## config.mk

```make
export PLATFORM = sky130hd
export DESIGN_NAME = glitch_strobe_gen
export DESIGN_NICKNAME = d
export VERILOG_FILES = /design/src/rtl/gsg_pkg.sv /design/src/rtl/gsg_token_deser.sv /design/src/rtl/gsg_read_match.sv /design/src/rtl/gsg_pulse_timer.sv /design/src/rtl/glitch_strobe_gen.sv
export SDC_FILE = /design/constraint.sdc
export NUM_CORES = 1
export LEC_CHECK = 0
export BUFFER_PORTS_ARGS = -buffer_cell sky130_fd_sc_hd__buf_4
export CORE_UTILIZATION = 27
export DETAILED_ROUTE_END_ITERATION = 8
export GPL_TIMING_DRIVEN = 0
export HOLD_SLACK_MARGIN = 0.08
export PLACE_DENSITY_LB_ADDON = 0.08
export SLEW_MARGIN = 40
export SYNTH_ARGS = -nofsm -noshare
export SYNTH_HDL_FRONTEND = slang
export SYNTH_SLANG_ARGS = --single-unit
```

## constraint.sdc

```tcl
create_clock -name clk -period 3.45 [get_ports clk]
set_input_delay 0.5175 -clock clk [delete_from_list [all_inputs] [get_ports clk]]
set_output_delay 0.5175 -clock clk [all_outputs]
set_load 0.05 [all_outputs]
```

## src/rtl/gsg_pkg.sv

```systemverilog
package gsg_pkg;

   localparam int TOKEN_BITS = 48;
   localparam int CRC_BITS   = 7;
   localparam int CRC_SPAN   = 40;
   localparam int IDX_BITS   = 6;
   localparam int ARG_BITS   = 32;

   typedef enum logic [1:0] {
      ST_IDLE   = 2'd0,
      ST_LISTEN = 2'd1,
      ST_DELAY  = 2'd2,
      ST_PULSE  = 2'd3
   } tmr_state_e;

   // one serial step of the x^7 + x^3 + 1 code
   function automatic logic [CRC_BITS-1:0] crc7_step(input logic [CRC_BITS-1:0] c,
                                                    input logic b);
      logic fb;
      fb = b ^ c[6];
      return {c[5:3], c[2] ^ fb, c[1:0], fb};
   endfunction

endpackage

```

## src/rtl/gsg_token_deser.sv

```systemverilog
module gsg_token_deser
   import gsg_pkg::*;
#(
   parameter int FRAME_BITS = TOKEN_BITS
) (
   input  logic                  clk,
   input  logic                  rst,
   input  logic                  line_in,
   output logic                  tok_valid,
   output logic [FRAME_BITS-1:0] tok_bits,
   output logic [CRC_BITS-1:0]   crc_calc
);

   localparam int CNT_W = $clog2(FRAME_BITS);

   logic             shifting;
   logic [CNT_W-1:0] bit_cnt;

   always_ff @(posedge clk) begin
      if (rst) begin
         shifting  <= 1'b0;
         bit_cnt   <= '0;
         tok_valid <= 1'b0;
         tok_bits  <= '0;
         crc_calc  <= '0;
      end else begin
         tok_valid <= 1'b0;
         if (!shifting) begin
            // a low level on an idle line opens a token
            if (!line_in) begin
               shifting <= 1'b1;
               bit_cnt  <= CNT_W'(1);
               tok_bits <= {tok_bits[FRAME_BITS-2:0], 1'b0};
               crc_calc <= crc7_step('0, 1'b0);
            end
         end else begin
            tok_bits <= {tok_bits[FRAME_BITS-2:0], line_in};
            if (bit_cnt < CNT_W'(CRC_SPAN)) begin
               crc_calc <= crc7_step(crc_calc, line_in);
            end
            if (bit_cnt == CNT_W'(FRAME_BITS - 1)) begin
               shifting  <= 1'b0;
               bit_cnt   <= '0;
               tok_valid <= 1'b1;
            end else begin
               bit_cnt <= bit_cnt + CNT_W'(1);
            end
         end
      end
   end

endmodule

```

## src/rtl/gsg_read_match.sv

```systemverilog
module gsg_read_match
   import gsg_pkg::*;
#(
   parameter logic [ARG_BITS-1:0] TARGET_SECTOR = '0,
   parameter int                  IDX_SINGLE    = 17,
   parameter int                  IDX_MULTI     = 18,
   parameter bit                  CHECK_CRC     = 1'b1
) (
   input  logic                  tok_valid,
   input  logic [TOKEN_BITS-1:0] tok_bits,
   input  logic [CRC_BITS-1:0]   crc_calc,
   output logic                  hit
);

   logic                start_b;
   logic                dir_b;
   logic [IDX_BITS-1:0] idx_f;
   logic [ARG_BITS-1:0] arg_f;
   logic [CRC_BITS-1:0] crc_f;
   logic                stop_b;
   logic                frame_ok;
   logic                crc_ok;
   logic                is_read;

   assign start_b = tok_bits[47];
   assign dir_b   = tok_bits[46];
   assign idx_f   = tok_bits[45:40];
   assign arg_f   = tok_bits[39:8];
   assign crc_f   = tok_bits[7:1];
   assign stop_b  = tok_bits[0];

   assign frame_ok = !start_b && dir_b && stop_b;

   generate
      if (CHECK_CRC) begin : g_crc_on
         assign crc_ok = (crc_calc == crc_f);
      end else begin : g_crc_off
         assign crc_ok = 1'b1;
      end
   endgenerate

   assign is_read = (idx_f == IDX_BITS'(IDX_SINGLE)) || (idx_f == IDX_BITS'(IDX_MULTI));

   assign hit = tok_valid && frame_ok && crc_ok && is_read && (arg_f == TARGET_SECTOR);

endmodule

```

## src/rtl/gsg_pulse_timer.sv

```systemverilog
module gsg_pulse_timer
   import gsg_pkg::*;
#(
   parameter int DELAY_W = 17,
   parameter int WIDTH_W = 16
) (
   input  logic               clk,
   input  logic               rst,
   input  logic               arm_en,
   input  logic               hit,
   input  logic [DELAY_W-1:0] delay_in,
   input  logic [WIDTH_W-1:0] width_in,
   output logic               crowbar,
   output logic               busy,
   output logic               done
);

   tmr_state_e         state;
   logic [DELAY_W-1:0] dcnt;
   logic [WIDTH_W-1:0] wcnt;
   logic [WIDTH_W-1:0] wlat;

   always_ff @(posedge clk) begin
      if (rst) begin
         state <= ST_IDLE;
         dcnt  <= '0;
         wcnt  <= '0;
         wlat  <= '0;
         done  <= 1'b0;
      end else begin
         done <= 1'b0;
         unique case (state)
            ST_IDLE: begin
               if (arm_en) state <= ST_LISTEN;
            end
            ST_LISTEN: begin
               if (!arm_en) begin
                  state <= ST_IDLE;
               end else if (hit) begin
                  wlat <= width_in;
                  if (delay_in == '0) begin
                     if (width_in == '0) begin
                        state <= ST_IDLE;
                        done  <= 1'b1;
                     end else begin
                        state <= ST_PULSE;
                        wcnt  <= width_in;
                     end
                  end else begin
                     state <= ST_DELAY;
                     dcnt  <= delay_in;
                  end
               end
            end
            ST_DELAY: begin
               if (dcnt == DELAY_W'(1)) begin
                  if (wlat == '0) begin
                     state <= ST_IDLE;
                     done  <= 1'b1;
                  end else begin
                     state <= ST_PULSE;
                     wcnt  <= wlat;
                  end
               end else begin
                  dcnt <= dcnt - DELAY_W'(1);
               end
            end
            ST_PULSE: begin
               if (wcnt == WIDTH_W'(1)) begin
                  state <= ST_IDLE;
                  done  <= 1'b1;
               end else begin
                  wcnt <= wcnt - WIDTH_W'(1);
               end
            end
            default: state <= ST_IDLE;
         endcase
      end
   end

   assign crowbar = (state == ST_PULSE);
   assign busy    = (state == ST_DELAY) || (state == ST_PULSE);

endmodule

```

## src/rtl/glitch_strobe_gen.sv

```systemverilog
module glitch_strobe_gen
   import gsg_pkg::*;
#(
   parameter int                  DELAY_W       = 17,
   parameter int                  WIDTH_W       = 16,
   parameter logic [ARG_BITS-1:0] TARGET_SECTOR = '0,
   parameter int                  IDX_SINGLE    = 17,
   parameter int                  IDX_MULTI     = 18,
   parameter bit                  CHECK_CRC     = 1'b1
) (
   input  logic               clk,
   input  logic               rst,
   input  logic               cmd_line,
   input  logic               arm_en,
   input  logic [DELAY_W-1:0] delay_cycles,
   input  logic [WIDTH_W-1:0] width_cycles,
   output logic               crowbar_drive,
   output logic               busy,
   output logic               done
);

   localparam int MIN_DELAY_W = $clog2(41000 + 1);
   localparam int MIN_WIDTH_W = $clog2(55 + 1);
   localparam int IDX_LIMIT   = 1 << IDX_BITS;

   generate
      if (DELAY_W < MIN_DELAY_W) begin : g_bad_delay_w
         $error("glitch_strobe_gen: DELAY_W too narrow for the required delay range");
      end
      if (WIDTH_W < MIN_WIDTH_W) begin : g_bad_width_w
         $error("glitch_strobe_gen: WIDTH_W too narrow for the required width range");
      end
      if (IDX_SINGLE >= IDX_LIMIT || IDX_MULTI >= IDX_LIMIT) begin : g_bad_idx
         $error("glitch_strobe_gen: read index does not fit the index field");
      end
   endgenerate

   logic                  tok_valid;
   logic [TOKEN_BITS-1:0] tok_bits;
   logic [CRC_BITS-1:0]   crc_calc;
   logic                  read_hit;

   gsg_token_deser #(
      .FRAME_BITS(TOKEN_BITS)
   ) i_deser (
      .clk      (clk),
      .rst      (rst),
      .line_in  (cmd_line),
      .tok_valid(tok_valid),
      .tok_bits (tok_bits),
      .crc_calc (crc_calc)
   );

   gsg_read_match #(
      .TARGET_SECTOR(TARGET_SECTOR),
      .IDX_SINGLE   (IDX_SINGLE),
      .IDX_MULTI    (IDX_MULTI),
      .CHECK_CRC    (CHECK_CRC)
   ) i_match (
      .tok_valid(tok_valid),
      .tok_bits (tok_bits),
      .crc_calc (crc_calc),
      .hit      (read_hit)
   );

   gsg_pulse_timer #(
      .DELAY_W(DELAY_W),
      .WIDTH_W(WIDTH_W)
   ) i_timer (
      .clk     (clk),
      .rst     (rst),
      .arm_en  (arm_en),
      .hit     (read_hit),
      .delay_in(delay_cycles),
      .width_in(width_cycles),
      .crowbar (crowbar_drive),
      .busy    (busy),
      .done    (done)
   );

endmodule

```

==> flow_summary.ini, run 1 <==
[global_routing]
groute.layer.met1.usage_pct = 22.3
use_met2_pct = 30.8
grt_remaining_overflow = 0
antenna_violations_before_repair = 0
grt.met3_usage_pct = 3.47
wire_length_of_the_first_global_routing_pass_mm = 31.0
global_route.peak_usage_layer = met2
grt.total_usage_pct = 18.1
maximum_number_of_pins_on_one_net_before_global_route_repair = 17
grt_pass1_vias = 5785

[synth]
ys_seq_area_share_pct = 39.8
syn-num-nets = 784
syn_area_per_cell_sq_um = 7.79
number_of_flops_mapped_to_enable_cells_by_yosys = 0
post-synth-top-area-cell = sky130_fd_sc_hd__dfxtp_1
ys_async_sr_fraction_pct = 0
ys_dominant_reg_cell = sky130_fd_sc_hd__dfxtp_1
ys_warn_count = 0
netlist.area_leader.share_pct = 39.8
yosysUniqueCellTypes = 71
yosys-top-cells-area = sky130_fd_sc_hd__dfxtp_1, sky130_fd_sc_hd__nand2_1, sky130_fd_sc_hd__a21oi_1, sky130_fd_sc_hd__nor2_1, sky130_fd_sc_hd__nor4_1
synthesis.area_sq_um = 5780
yosys_register_bits = 115
mapped_cells = 742

[detailed_routing]
drt-initial-drc-count = 443
drtAntennaViolNets = 0
wl_per_cell_um = 17.5
vias_after_detailed_routing = 5715
drcViolationCount = 0
detail_route.first_pass.iterations = 5
route.detailed.vias_per_inst = 5.26
detail_route.wirelength_mm = 19.0

[timing]
fin_crit_ns = 2.90
clock_skew_ns = 0.0101
slew_headroom_pct = 42.9
fmax_ghz = 0.345
rsz_0062_raised_after_global_routing = no
report.final.setup_viol = 0
worst_slew_pin_slew_ns = 0.854
fin_ws_ns = 0.553
final-max-slew-violation-count = 0
fin_crit_sh_pct = 84.0
final-hold-violation-count = 0
setup_tns_ns = 0

[worst_hold_path]
worst_hold_path_type = in2reg

[power]
p_leak_nw = 2.40
design_power_total_w = 0.00364
max-vdd-ir-drop_mv = 0.282
powerDensity_nw_per_um2 = 515

[clocking]
clk_transition_reported_paths_ns = 0.06
cts-resized-gates = 0
htree_levels = 4
cts_root_buf = sky130_fd_sc_hd__clkbuf_16
cts_hold_buf = 0
post-cts-setup-buffers = 0
tritoncts_clock_tree = yes
clock-sinks = 115
later_pin_clock_latency_in_the_skew_report_ns = 0.42
clock_tree.buffer_depth = 2
cts-buffers-inserted = 17

[run_status]
status = completed

[placed_design]
place_ws_ns = 0.573
port_bufs = 38
detailedPlacementHpwl_mm = 13.8
routability_driven_placement_congestion_ratio = 0.874

[die]
die_w_um = 148
die_height_um = 148
row_count = 53
num_io_pins = 40
floorplan.core_area_sq_um = 21000
floorplan.die_area_sq_um = 22000
start_util_pct = 27.5

[finish]
antenna_cells = 0
flow.area_growth_from_synthesis_pct = 22.4
final_core_util_pct = 33.7
final_layout_size_suffix_gt1_share_pct = 12.3
nNetsFinal = 841

[setup_path]
critPathRequiredTime_ns = 3.72
critical_path.endpoint_type = flip-flop
regToRegSetupSlack_ns = 0.55
critPathArrivalTime_ns = 3.17
timing.critical_path.from_type = flip-flop
critical_path.max_fanout = 10
crit_type = reg2reg

[job]
drv.max_cap_violation_count = 0
[routing by layer]
metal  up-vias  wire (um)
met2       143       9330
met1      2745       8520
met3        26        785
met5         -          0
li1       2801          -
met4         0        387
[critical path: stages, from the launching register on]
cell and delay, ns:
sky130_fd_sc_hd__dfxtp_1 0.32, sky130_fd_sc_hd__nor4b_1 0.42, sky130_fd_sc_hd__nand4_1 0.26, sky130_fd_sc_hd__nor3_1 0.62
sky130_fd_sc_hd__a31oi_1 0.34, sky130_fd_sc_hd__clkbuf_1 0.33, sky130_fd_sc_hd__o311ai_1 0.35, sky130_fd_sc_hd__o31ai_1 0.11
[worst paths after layout]
kind	endpoint	depth (start not counted)	startpoint
worst min-delay path	i_timer.wlat[10]	3	width_cycles[10]
worst min register to register	i_deser.tok_bits[47]	2	i_deser.tok_bits[47]
worst max register to register	i_timer.dcnt[15]	7	i_deser.tok_bits[26]
worst max-delay path	i_timer.dcnt[15]	7	i_deser.tok_bits[26]
[flip-flops by register name (all words and copies together) (netlist names)]
name,count
i_deser.shifting,1
i_timer.done,1
i_timer.state,2
i_deser.crc_calc,7
i_timer.wcnt,16
i_timer.wlat,16
i_deser.bit_cnt,6
i_deser.tok_bits,48
i_timer.dcnt,17
i_deser.tok_valid,1
[per-stage QoR]
step	hold WS (ns)	std cells	area [sq um]
2_1_floorplan	0.432	742	5780
3_3_place_gp	0.444	1055	6410
3_5_place_dp	0.454	1055	6420
4_1_cts	0.356	1087	7070
5_1_grt	0.369	1087	7070
6_report	0.370	1087	7070
[cells in the final DEF (no fill, tap or decap), types with 7 or more instances in the layout]
| master | count |
|---|---|
| sky130_fd_sc_hd__clkbuf_16 | 17 |
| sky130_fd_sc_hd__clkbuf_1 | 38 |
| sky130_fd_sc_hd__xnor2_1 | 14 |
| sky130_fd_sc_hd__inv_1 | 12 |
| sky130_fd_sc_hd__o21ai_0 | 11 |
| sky130_fd_sc_hd__nand4_1 | 10 |
| sky130_fd_sc_hd__a211oi_2 | 11 |
| sky130_fd_sc_hd__o31ai_1 | 7 |
| sky130_fd_sc_hd__nand2_1 | 155 |
| sky130_fd_sc_hd__nor2_1 | 54 |
| sky130_fd_sc_hd__a211oi_1 | 9 |
| sky130_fd_sc_hd__buf_4 | 38 |
| sky130_fd_sc_hd__a22oi_1 | 8 |
| sky130_fd_sc_hd__nor4_1 | 25 |
| sky130_fd_sc_hd__and3_1 | 7 |
| sky130_fd_sc_hd__o21ai_1 | 9 |
| sky130_fd_sc_hd__o311ai_1 | 11 |
| sky130_fd_sc_hd__a21oi_1 | 111 |
| sky130_fd_sc_hd__nand3_1 | 12 |
| sky130_fd_sc_hd__xor2_1 | 7 |
| sky130_fd_sc_hd__dfxtp_1 | 115 |
| sky130_fd_sc_hd__nor3_1 | 19 |
[synth_stat cells (4+ instances only)]
| master | instances |
|---|---|
| sky130_fd_sc_hd__ha_1 | 5 |
| sky130_fd_sc_hd__nor4_1 | 25 |
| sky130_fd_sc_hd__a31oi_1 | 5 |
| sky130_fd_sc_hd__dfxtp_1 | 115 |
| sky130_fd_sc_hd__a211oi_2 | 11 |
| sky130_fd_sc_hd__o21ai_0 | 11 |
| sky130_fd_sc_hd__o21ai_1 | 9 |
| sky130_fd_sc_hd__o31ai_1 | 7 |
| sky130_fd_sc_hd__and3_1 | 7 |
| sky130_fd_sc_hd__a22oi_1 | 8 |
| sky130_fd_sc_hd__a211oi_1 | 9 |
| sky130_fd_sc_hd__inv_1 | 12 |
| sky130_fd_sc_hd__nand3_1 | 12 |
| sky130_fd_sc_hd__or3_1 | 4 |
| sky130_fd_sc_hd__nor2_1 | 54 |
| sky130_fd_sc_hd__o22ai_1 | 4 |
| sky130_fd_sc_hd__nor3_1 | 19 |
| sky130_fd_sc_hd__xor2_1 | 7 |
| sky130_fd_sc_hd__or4_1 | 4 |
| sky130_fd_sc_hd__o311ai_1 | 11 |
| sky130_fd_sc_hd__buf_1 | 4 |
| sky130_fd_sc_hd__clkbuf_1 | 37 |
| sky130_fd_sc_hd__xnor2_1 | 14 |
| sky130_fd_sc_hd__nand4_1 | 10 |
| sky130_fd_sc_hd__nor4b_1 | 5 |
| sky130_fd_sc_hd__buf_2 | 5 |
| sky130_fd_sc_hd__a21oi_1 | 111 |
| sky130_fd_sc_hd__mux2i_1 | 5 |
| sky130_fd_sc_hd__nand2_1 | 155 |
[final cells by class]
type / instances / area, sq um
Buffer: 48 / 201
Clock buffer: 20 / 457
Clock inverter: 12 / 201
Fill cell: 2213 / 13900
Inverter: 12 / 45.0
Multi-Input combinational cell: 567 / 3240
Sequential cell: 115 / 2300
Tap cell: 275 / 344
Timing Repair Buffer: 38 / 285
[power breakdown]
part / internal (W) / switching (W)
combinational: 0.0000903 / 0.000200
clock: 0.00132 / 0.000673
sequential: 0.00134 / 0.0000147
total: 0.00276 / 0.000888
[logic make-up after synthesis]
kind of cell | Yosys count | synth area share, %
buffers and inverters | 60 | 4.26
and+or+nand+nor | 316 | 25.8
muxes | 5 | 0.866
DFF | 115 | 39.8
xor gates and xnor gates | 22 | 3.46
AOI/OAI and AO/OA | 219 | 24.7
adders and majority gates | 5 | 1.08
Note: power is estimated with default switching activity, not from simulation.
==> run 2, diff against run 1 <==
Settings changed: ABC_AREA set to 1.
Clock period 3.45 ns to 2.8 ns, I/O delays scaled along.
==> flow_summary.ini, run 2 <==
[run_status]
status = completed

[placed_design]
routability_driven_placement_congestion_ratio = 0.802
place_ws_ns = 0.759
port_bufs = 39
dpl-instance-area_sq_um = 6700
dp_cells = 1278
detailedPlacementHpwl_mm = 13.7

[setup_path]
worstPathCellList = nand2_1 > inv_2 > buf_2 > buf_4
cp_num_buf_inv = 3
cp_top_family = buffers and inverters
reg2reg_depth = 9
critPathRequiredTime_ns = 2.38
timing.critical_path.from_type = flip-flop
critPathArrivalTime_ns = 1.96
critical_path.max_fanout = 10
critical_path.endpoint_type = output port
crit_type = reg2out
r2r_start = i_timer.wcnt[8]
worst_path_max_delay_cell = sky130_fd_sc_hd__dfxtp_1
regToRegSetupSlack_ns = 0.87
r2r-end = i_timer.wcnt[0]
critical_path.max_stage_delay_ns = 0.59

[global_routing]
maximum_number_of_pins_on_one_net_before_global_route_repair = 17
grt.total_usage_pct = 16.4
grt_remaining_overflow = 0
grt_pass1_vias = 5697
antenna_violations_before_repair = 0
wire_length_of_the_first_global_routing_pass_mm = 30.0

[synth]
yosys-top-cells-area = sky130_fd_sc_hd__dfxtp_1, sky130_fd_sc_hd__nor2_1, sky130_fd_sc_hd__nand2_1, sky130_fd_sc_hd__o21ai_0, sky130_fd_sc_hd__a21oi_1
yosys_register_bits = 115
ys_seq_area_share_pct = 38.0
synthesis.area_sq_um = 6060
ys_async_sr_fraction_pct = 0
netlist.area_leader.share_pct = 38.0
ys_dominant_reg_cell = sky130_fd_sc_hd__dfxtp_1
yosysUniqueCellTypes = 38
ys_warn_count = 0
netlist_top_cells_count = sky130_fd_sc_hd__nor2_1, sky130_fd_sc_hd__nand2_1, sky130_fd_sc_hd__dfxtp_1
syn-num-nets = 1001
number_of_flops_mapped_to_enable_cells_by_yosys = 0
post-synth-top-count-cell = sky130_fd_sc_hd__nor2_1
syn_area_per_cell_sq_um = 6.32
post-synth-top-area-cell = sky130_fd_sc_hd__dfxtp_1
mapped_cells = 959

[die]
die_height_um = 152
row_count = 54
floorplan.die_area_sq_um = 23000
num_io_pins = 40
floorplan.core_area_sq_um = 21900
die_w_um = 152
start_util_pct = 27.7

[finish]
final_cell_count_no_fill = 1310
final_layout_size_suffix_gt1_share_pct = 10.5
flow.area_growth_from_synthesis_pct = 20.1
antenna_cells = 0
largest_reg_flops = 48
nNetsFinal = 1059
post-route-cell-area_sq_um = 7280
mostFrequentLayoutCells = sky130_fd_sc_hd__nor2_1, sky130_fd_sc_hd__nand2_1, sky130_fd_sc_hd__dfxtp_1
largest_register = i_deser.tok_bits
largest_regs = i_deser.tok_bits (48), i_timer.dcnt (17)
final_common_cell = sky130_fd_sc_hd__nor2_1

[power]
combinationalPowerShare_pct = 38.8
share_seq_of_total_power_pct = 30.3
p_leak_nw = 3.12
power_report.internal_total_w = 0.00407
power.switching_fraction_pct = 41.5
p_switching_w = 0.00288
power_frac_clock_pct = 30.8
powerDensity_nw_per_um2 = 955
max-vdd-ir-drop_mv = 0.361

[timing]
rsz_0062_raised_after_global_routing = no
fin_ws_ns = 0.423
fin_crit_sh_pct = 84.9
report.final.setup_viol = 0
clock_skew_ns = 0.0210
fin_crit_ns = 2.38
final-max-slew-violation-count = 0
setup_tns_ns = 0
worst_slew_pin_slew_ns = 0.633
fmax_ghz = 0.421
final-hold-violation-count = 0
slew_headroom_pct = 57.8

[detailed_routing]
detail_route.wirelength_mm = 18.5
drtAntennaViolNets = 0
route.detailed.vias_per_inst = 4.57
detail_route.first_pass.iterations = 5
wl_per_cell_um = 14.1
drt-initial-drc-count = 312
vias_after_detailed_routing = 5983
drcViolationCount = 0

[clocking]
later_pin_clock_latency_in_the_skew_report_ns = 0.42
cts_root_buf = sky130_fd_sc_hd__clkbuf_16
clock_tree.buffer_depth = 2
clk_transition_reported_paths_ns = 0.06
post-cts-setup-buffers = 0
htree_levels = 4
cts-resized-gates = 0
cts_hold_buf = 0
cts-buffers-inserted = 17
clock-sinks = 115
tritoncts_clock_tree = yes

[worst_hold_path]
hold_path_depth = 2
worst_hold_path_type = in2reg
min_from = rst
timing.hold.worst_endpoint = i_deser.tok_valid

[job]
drv.max_cap_violation_count = 0
==> run 2: per-stage QoR <==
stage	hold WS, ns	power (W)	utilization (%)
floorplan	0.434	0.00413	-
global placement	0.452	0.00487	30.6
detailed placement	0.458	0.00484	30.6
CTS	0.206	0.00702	33.2
global route	0.199	0.00754	33.2
finish	0.222	0.00695	33.2
==> run 2: cells by family after synthesis <==
logic type               synth area share (%)
XOR/XNOR                                0.723
AND/OR/NAND/NOR                          35.7
flip-flops                               38.0
buffers and inverters                    8.94
adder cells (fa/ha/maj)                  1.03
AO/OA/AOI/OAI                            15.6
==> run 2: final cells by class <==
type / instances / area [sq um]
Sequential cell: 115 / 2300
Fill cell: 2460 / 14600
Tap cell: 280 / 350
Multi-Input combinational cell: 710 / 3220
Buffer: 41 / 193
Inverter: 93 / 349
Timing Repair Buffer: 39 / 293
Clock inverter: 10 / 101
Clock buffer: 22 / 474
==> run 2: power by group through the flow <==
stage | Sequential, W | Clock (W) | Combinational [W]
2_1_floorplan | 0.00207 | 0 | 0.00206
3_3_place_gp | 0.00214 | 0 | 0.00272
3_5_place_dp | 0.00214 | 0 | 0.00271
4_1_cts | 0.00211 | 0.00219 | 0.00272
5_1_grt | 0.00214 | 0.00229 | 0.00311
6_report | 0.00211 | 0.00214 | 0.00270
==> run 2: worst reg2reg max path, stage by stage (launching register included) <==
cell                      delay, ns
sky130_fd_sc_hd__dfxtp_1       0.35
sky130_fd_sc_hd__nor2_1        0.26
sky130_fd_sc_hd__nand2_1       0.09
sky130_fd_sc_hd__nor2_1        0.30
sky130_fd_sc_hd__nand3_1       0.20
sky130_fd_sc_hd__nand4_1       0.14
sky130_fd_sc_hd__nor2_1        0.07
sky130_fd_sc_hd__buf_2         0.19
sky130_fd_sc_hd__a21oi_1       0.14
sky130_fd_sc_hd__nor2_1        0.05
==> run 2: worst max-delay path by stage <==
stage                                      end  slack [ns]              from  cells after the start
final                            crowbar_drive        0.42  i_timer.state[1]                      4
after global routing             crowbar_drive        0.31  i_timer.state[1]                      4
after CTS                        crowbar_drive        0.38  i_timer.state[1]                      4
after detailed placement       i_timer.wcnt[8]        0.76  delay_cycles[13]                     12
after global placement    i_deser.tok_bits[25]        0.76          cmd_line                      6
after floorplan               i_timer.dcnt[12]        1.25   i_timer.dcnt[0]                     11
==> run 2: routing by layer <==
metal  routed length, um  track usage [%]  vias up
met5                   0                0        -
met3                 437             3.71        2
li1                    -                -     3205
met4                  55             3.90        0
met1                9080             21.3     2725
met2                8880             27.3       51
